===== config.mk =====
export PLATFORM = sky130hd
export DESIGN_NAME = sec_prescaler_trim
export DESIGN_NICKNAME = d
export VERILOG_FILES = /design/src/rtl/sec_trim_pkg.sv /design/src/rtl/trim_decode.sv /design/src/rtl/corr_sched.sv /design/src/rtl/div_core.sv /design/src/rtl/sec_prescaler_trim.sv
export SDC_FILE = /design/constraint.sdc
export NUM_CORES = 1
export LEC_CHECK = 0
export ABC_AREA = 1
export BUFFER_PORTS_ARGS = -buffer_cell sky130_fd_sc_hd__buf_2
export CORE_ASPECT_RATIO = 1.75
export CORE_UTILIZATION = 65
export CTS_CLUSTER_SIZE = 16
export DETAILED_ROUTE_END_ITERATION = 12
export PLACE_DENSITY = 0.82
export SYNTH_ARGS = -nofsm -noshare
export SYNTH_HDL_FRONTEND = slang
export SYNTH_HIERARCHICAL = 1
export SYNTH_SLANG_ARGS = --single-unit
export TNS_END_PERCENT = 20

===== constraint.sdc =====
create_clock -name clk -period 5.4 [get_ports clk]
set_clock_uncertainty 0.1 [all_clocks]
set_input_delay 1.08 -clock clk [delete_from_list [all_inputs] [get_ports clk]]
set_output_delay 1.08 -clock clk [all_outputs]
set_load 0.03 [all_outputs]

===== src/rtl/sec_trim_pkg.sv =====
package sec_trim_pkg;

    // Signed trim setting: slow = skip counts, mag = number of steps
    typedef struct packed {
        logic       slow;
        logic [1:0] mag;
    } trim_t;

endpackage


===== src/rtl/trim_decode.sv =====
module trim_decode
    import sec_trim_pkg::*;
#(
    parameter int STEP_CNT = 20,
    parameter int NW       = 8
) (
    input  trim_t            trim,
    output logic             slow,
    output logic [NW-1:0]    n_corr
);

    // corrections per window = magnitude x step size; sign passes through
    always_comb begin
        slow   = trim.slow;
        n_corr = NW'(STEP_CNT) * NW'(trim.mag);
    end

endmodule


===== src/rtl/corr_sched.sv =====
module corr_sched
    import sec_trim_pkg::*;
#(
    parameter int WIN_LEN  = 1000000,
    parameter int STEP_CNT = 20
) (
    input  logic       clk,
    input  logic       rst_n,
    input  logic       en,
    input  logic [2:0] trim_code,
    output logic       corr_add,
    output logic       corr_skip
);

    localparam int WW = $clog2(WIN_LEN);
    localparam int AW = $clog2(2 * WIN_LEN) + 1;
    localparam logic [WW-1:0] WIN_LAST = WW'(WIN_LEN - 1);
    localparam logic [AW-1:0] WIN_A    = AW'(WIN_LEN);

    typedef struct packed {
        logic [WW-1:0] win;
        logic [AW-1:0] acc;
        trim_t         act;
    } sched_t;

    sched_t st_d, st_q;

    logic          act_slow;
    logic [AW-1:0] n_corr;
    logic [AW-1:0] sum;
    logic          fire;
    logic          win_end;

    trim_decode #(.STEP_CNT(STEP_CNT), .NW(AW)) u_dec (
        .trim   (st_q.act),
        .slow   (act_slow),
        .n_corr (n_corr)
    );

    always_comb begin
        st_d    = st_q;
        sum     = st_q.acc + n_corr;
        fire    = en && (sum >= WIN_A);
        win_end = en && (st_q.win == WIN_LAST);
        if (en) begin
            st_d.acc = fire ? (sum - WIN_A) : sum;
            if (win_end) begin
                st_d.win = '0;
                st_d.act = trim_t'(trim_code);
            end else begin
                st_d.win = st_q.win + 1'b1;
            end
        end
        corr_add  = fire && !act_slow;
        corr_skip = fire &&  act_slow;
    end

    always_ff @(posedge clk or negedge rst_n) begin
        if (!rst_n) begin
            st_q <= '0;
        end else begin
            st_q <= st_d;
        end
    end

    AST_ACC_CLEAR_AT_CLOSE: assert property (@(posedge clk) disable iff (!rst_n)
        (en && st_q.win == WIN_LAST) |=> (st_q.acc == '0));

    AST_TRIM_HELD_IN_WINDOW: assert property (@(posedge clk) disable iff (!rst_n)
        !$stable(st_q.act) |-> $past(en && st_q.win == WIN_LAST));

    AST_NO_CORR_AT_ZERO: assert property (@(posedge clk) disable iff (!rst_n)
        (corr_add || corr_skip) |-> (st_q.act.mag != 2'd0));

    AST_ACC_BOUND: assert property (@(posedge clk) disable iff (!rst_n)
        st_q.acc < WIN_A);

endmodule


===== src/rtl/div_core.sv =====
module div_core #(
    parameter int DIV = 32768
) (
    input  logic clk,
    input  logic rst_n,
    input  logic en,
    input  logic corr_add,
    input  logic corr_skip,
    output logic tick
);

    localparam int CW = $clog2(DIV);
    localparam logic [CW:0] DIV_W = (CW+1)'(DIV);

    typedef struct packed {
        logic [CW-1:0] cnt;
        logic          tick;
    } div_t;

    div_t st_d, st_q;
    logic [1:0] adv;
    logic [CW:0] sum;

    always_comb begin
        st_d = st_q;
        if (!en)            adv = 2'd0;
        else if (corr_skip) adv = 2'd0;
        else if (corr_add)  adv = 2'd2;
        else                adv = 2'd1;
        sum = {1'b0, st_q.cnt} + (CW+1)'(adv);
        if (sum >= DIV_W) begin
            st_d.tick = 1'b1;
            st_d.cnt  = CW'(sum - DIV_W);
        end else begin
            st_d.tick = 1'b0;
            st_d.cnt  = CW'(sum);
        end
    end

    always_ff @(posedge clk or negedge rst_n) begin
        if (!rst_n) begin
            st_q <= '0;
        end else begin
            st_q <= st_d;
        end
    end

    assign tick = st_q.tick;

    AST_COUNT_BOUND: assert property (@(posedge clk) disable iff (!rst_n)
        {1'b0, st_q.cnt} < DIV_W);

    AST_TICK_NEEDS_EN: assert property (@(posedge clk) disable iff (!rst_n)
        st_q.tick |-> $past(en));

    AST_IDLE_HOLDS: assert property (@(posedge clk) disable iff (!rst_n)
        !en |=> ($stable(st_q.cnt) && !st_q.tick));

endmodule


===== src/rtl/sec_prescaler_trim.sv =====
module sec_prescaler_trim #(
    parameter int DIV      = 32768,
    parameter int WIN_LEN  = 1000000,
    parameter int STEP_CNT = 20
) (
    input  logic       clk,
    input  logic       rst_n,
    input  logic       en_32k,
    input  logic [2:0] trim_code,
    output logic       tick_1s
);

    logic corr_add;
    logic corr_skip;

    corr_sched #(.WIN_LEN(WIN_LEN), .STEP_CNT(STEP_CNT)) u_sched (
        .clk       (clk),
        .rst_n     (rst_n),
        .en        (en_32k),
        .trim_code (trim_code),
        .corr_add  (corr_add),
        .corr_skip (corr_skip)
    );

    div_core #(.DIV(DIV)) u_div (
        .clk       (clk),
        .rst_n     (rst_n),
        .en        (en_32k),
        .corr_add  (corr_add),
        .corr_skip (corr_skip),
        .tick      (tick_1s)
    );

    AST_CORR_EXCLUSIVE: assert property (@(posedge clk) disable iff (!rst_n)
        !(corr_add && corr_skip));

    AST_CORR_ON_EN: assert property (@(posedge clk) disable iff (!rst_n)
        (corr_add || corr_skip) |-> en_32k);

endmodule


Word-level counts from Yosys, hierarchy flattened --
Index checks and enable logic that the tools add are counted.
Cells by class: add/subtract/negate cells 5, multipliers 1, $lt $le $gt $ge 2, eq/ne operators 1, multiplexer cells 6, reduce and logical (&&, ||, !) cells 6
Operators by type and width (count):
- adder 22 x 7 -> 22 bit | 1
- greater-or-equal comparator 22 x 20 -> 1 bit (second input constant) | 1
- two-way mux 22 bit | 1
- subtractor 22 x 20 -> 22 bit (second input constant) | 1
- adder 20 x 1 -> 20 bit (second input constant) | 1
- equality test 20 bit (second input constant) | 1
- two-way mux 20 bit | 1
- adder 15 x 2 -> 16 bit | 1
- greater-or-equal comparator 16 bit (second input constant) | 1
- two-way mux 16 bit | 1
- subtractor 15 x 1 -> 15 bit (second input constant) | 1
- two-way mux 2 bit | 3
- multiplier 3 x 2 -> 5 bit (first input constant) | 1
- logical AND 1 bit | 4
- AND reduction 2 bit | 1
- zero test 1 bit | 1
Word-level totals: bits in registers 61, input port bits 6, output and inout port bits 1, logic and storage cells 27

Logic depth before layout (Yosys ltp) --
word-level depth 11, depth in mapped cells 31, mapped depth without buffers 29

By module --
Netlist, hierarchy kept.
Modules (own cells, without submodules):
- corr_sched | times used 1, cells each 686, area an instance 4231.6 um2, sequential area each 1126.1 um2
- div_core | times used 1, cells each 97, area an instance 829.5 um2, sequential area each 400.4 um2
- trim_decode | times used 1, cells each 24, area an instance 176.4 um2, sequential area each 0.0 um2

Least setup slack after synthesis --
No wires, ideal clock.
path kind register -> register, start point register u_sched/st_q[1] (netlist bit), end point register u_div/st_q[11] (netlist bit), setup time 123 ps, data arrival time 3916 ps, required time 5177 ps, slack 1262 ps, cell stages (with the launch flop) 29, path buffers 2, clock period less this slack 4138 ps, cell sequence dfrtp_1 -> buf_4 -> ha_1 -> nand2_1 -> inv_1 -> nand2_1 -> nand3_1 -> or2_2 -> nand2_1 -> ha_1 -> inv_1 -> o21ai_2 -> nand2_1 -> nor2_2 -> nand2_1 -> nand2_2 -> nand2_4 -> nand2_4 -> buf_8 -> nor2_1 -> nor3b_1 -> ha_1 -> inv_1 -> fa_1 -> inv_1 -> nand2_2 -> nor2_4 -> nand2_2 -> xnor2_1
RTL lines:
- from (decl) | line corr_sched.sv:26 | sched_t st_d, st_q;
- from (signal assigned) | line corr_sched.sv:62 | st_q <= st_d;
- to (signal assigned) | line div_core.sv:44 | st_q <= st_d;
- to (decl) | line div_core.sv:20 | div_t st_d, st_q;

==> flow_summary_export.csv <==
group,metric,value,unit
status,status,"complete, no violations",
finish,nFillCells,692,
floorplan,chipHeight,121,microns
detailed_routing,highest_layer,"met4",
timing,period_share,0.850,
detailed_routing,wl_met3,463,microns
critical_path,worstRegToRegCells,27,
global_route,grt_pass1_wl,21300,microns
flow_run,max-cap-violations,0,
timing,rsz0062_at_grt,"false",
critical_path,cpMaxStageDelayCell,"dfrtp_1",
detailed_routing,viasPerCell,5.47,
power_and_ir_drop,switching_share,0.509,
global_route,antenna_found_initial,0,
critical_path,cp.required,5510,ps
clock_tree,ctsResizeCount,0,
synthesis,synthArstFlopShare,1.00,
critical_path,rr_startpoint,"u_sched/st_q[1]$_DFFE_PN0P_",
power_and_ir_drop,p_switching,1.60,mW
floorplan,die_w,69.9,microns
clock_tree,clk_pin_slew,50,ps
global_route,grt_use_total,0.325,
synthesis,synth-seq-area-share,0.291,
timing,fmaxAchievable,218,MHz
power_and_ir_drop,ir_drop,0.000318,V
power_and_ir_drop,p_seq_frac,0.229,
timing,relSlewSlack,0.483,
critical_path,cp.arrival,4700,ps
finish,nets,845,
place,dpl_cell_area,5230,sq um
detailed_routing,drcViolationCount,0,
clock_tree,cts_hold_buf,0,
clock_tree,cts_sinks,61,
power_and_ir_drop,p_leak,3.07,nW
min_path,hp-start,"u_div/st_q[1]$_DFF_PN0_",
place,placedCellCount,890,
clock_tree,cts_max_level,3,
timing,finalHoldViolCount,0,
clock_tree,clock_path_buffers,2,
synthesis,synthFlopType,"dfrtp_1",
synthesis,yosys.area.top_type,"dfrtp_1",
synthesis,synth_edf_count,0,
min_path,hp-class,"flip-flop to flip-flop",
synthesis,synthCells,807,
floorplan,core-area,7860,sq um
synthesis,ys_types,39,
critical_path,crit_path_end,"u_div/st_q[13]$_DFF_PN0_",
clock_tree,cts_buffers,9,
finish,area_growth_syn_to_layout,4.75,%
synthesis,synth_compound_area_frac,0.0533,
critical_path,r2r-end,"u_div/st_q[13]$_DFF_PN0_",
detailed_routing,first_iter_violations,258,
synthesis,synth_area,5240,sq um
detailed_routing,routed-wl-met2,6890,microns
global_route,grt_start_max_net_pins,62,
detailed_routing,drtPass1Iterations,5,
detailed_routing,avgRoutedWirePerCell,14.4,microns
floorplan,initial_core_util,0.667,
clock_tree,cts-root-buf,"clkbuf_16",
critical_path,worstSetupPathType,"flip-flop to flip-flop",
synthesis,synth-xor-area-share,0.0385,
clock_tree,postCtsSetupBuffers,0,
place,numPortBuffers,6,
power_and_ir_drop,combPwrFrac,0.610,
detailed_routing,wl_met1,4860,microns
critical_path,start_kind,"flip-flop",
critical_path,r2r_slack,810,ps
detailed_routing,dr_total_vias,4953,
global_route,grt_pass1_vias,4877,
finish,final_cell_mix,"nand2_1 (291), inv_1 (112), nand3_1 (63)",
synthesis,yosys.area.top_type_share,0.291,
timing,finalSetupTns,0,ps
critical_path,cp-end-kind,"flip-flop",
synthesis,synthSimpleGateAreaFrac,0.416,
power_and_ir_drop,p_int,1.54,mW
timing,worstMarginPinSlew,776,ps
power_and_ir_drop,pwr-share-clk,0.162,
critical_path,crit_top_cell,"nand2_1",
detailed_routing,drtAntennaViolNets,0,
timing,finalMaxSlewViolations,0,
synthesis,muxShareOfSynthArea,0,
synthesis,yosysWarnings,6,
timing,period_needed,4590,ps
finish,drive_gt1_frac,0.0957,
floorplan,core.rowCount,43,
finish,finish.utilization,0.698,
finish,final_common_cell,"nand2_1",
synthesis,syn_avg_cell_area,6.49,sq um
timing,hold_slack,381,ps
timing,finalSetupViolations,0,
detailed_routing,wl,13000,microns
finish,fin_area,5490,sq um
place,routabilityCongestion,0.982,
finish,diodes,0,
critical_path,cp_max_fo,18,
finish,stdcell_count,905,
power_and_ir_drop,pwr_density_cell,573,nW/um^2
place,hpwl,10000,microns
floorplan,die_area,8430,sq um
synthesis,synth_top_family_by_area,"simple AND/OR/NAND/NOR gates",
synthesis,yosys-top-cells-area,"dfrtp_1 (29%), nand2_1 (21%), inv_1 (8.0%)",
clock_tree,clk-insertion-delay-late,330,ps
min_path,hold_depth,1,
critical_path,slowest_delay,410,ps
clock_tree,tritoncts,"yes",
critical_path,crit_path_start,"u_sched/st_q[1]$_DFFE_PN0P_",
floorplan,io_pins,7,
synthesis,ys_ff_latch,61,
global_route,overflow,0,
synthesis,synth-adder-area-share,0.0698,
## synthesized netlist by cell type, drive strengths merged (4+ instances only)
cell type and instances:
a21oi 28, buf 28, clkbuf 4, dfrtp 61
ha 26, inv 120, nand2 318, nand3 68
nand4 15, nor2 68, nor3 11, o21ai 14
xnor2 10, xor2 13
## how the worst min path moves through the flow
stage	end	slack [ps]
floorplan	u_sched/st_q[3]$_DFFE_PN0P_	350
global placement	u_sched/st_q[3]$_DFFE_PN0P_	360
detailed placement	u_div/st_q[1]$_DFF_PN0_	370
CTS	u_div/st_q[1]$_DFF_PN0_	380
global route	u_div/st_q[1]$_DFF_PN0_	410
finish	u_div/st_q[1]$_DFF_PN0_	380
## cell type report
cell class              instances  area (sq um)  area share
multi-input cells             611          3090       0.564
clock inverters                 4          26.3     0.00479
flip-flops and latches         61          1530       0.278
inverters                     120           450      0.0821
well taps                      90           113      0.0205
clock buffers                  11           233      0.0424
repair buffers                  8          45.0     0.00821
## cell families (layout without fill, tap and decap cells)
logic type      after synthesis  count (layout)
simple gates                492             492
buf+inv                     152             143
flops                        61              61
compound gates               50              50
fa+ha+maj                    28              28
xor+xnor                     23              23
other cells                   1              18
## critical path: cells and delay by family, from the launching register on
kind	cells	cell delay [ps]
compound gates	1	210
fa+ha+maj	4	1170
buf+inv	4	270
simple gates	18	2290
flops	1	410
## flip-flops by register name, indices dropped and copies added, names as in the netlist
signal and flops:
u_sched/st_q 45, u_div/st_q 15, u_div/tick 1
## power groups by stage
stage | registers [mW] | clock network, mW | logic [mW]
after detailed placement | 0.723 | 0 | 1.82
final | 0.720 | 0.508 | 1.92
after CTS | 0.717 | 0.515 | 1.84
after global placement | 0.715 | 0 | 1.79
after global routing | 0.732 | 0.531 | 2.16
after floorplan | 0.686 | 0 | 1.52
## metrics by stage
step                      power (mW)  setup slack (ps)
final                           3.14               808
after CTS                       3.08               826
after global routing            3.42               416
after detailed placement        2.55               862
after floorplan                 2.20              1260
after global placement          2.50              1100
## layer usage
layer  track usage  up-vias
li1              -     2486
met1         0.322     2273
met2         0.608      141
met3        0.0500       53
met4         0.216        0
met5             0        -
Note: power is estimated with default switching activity, not from simulation.
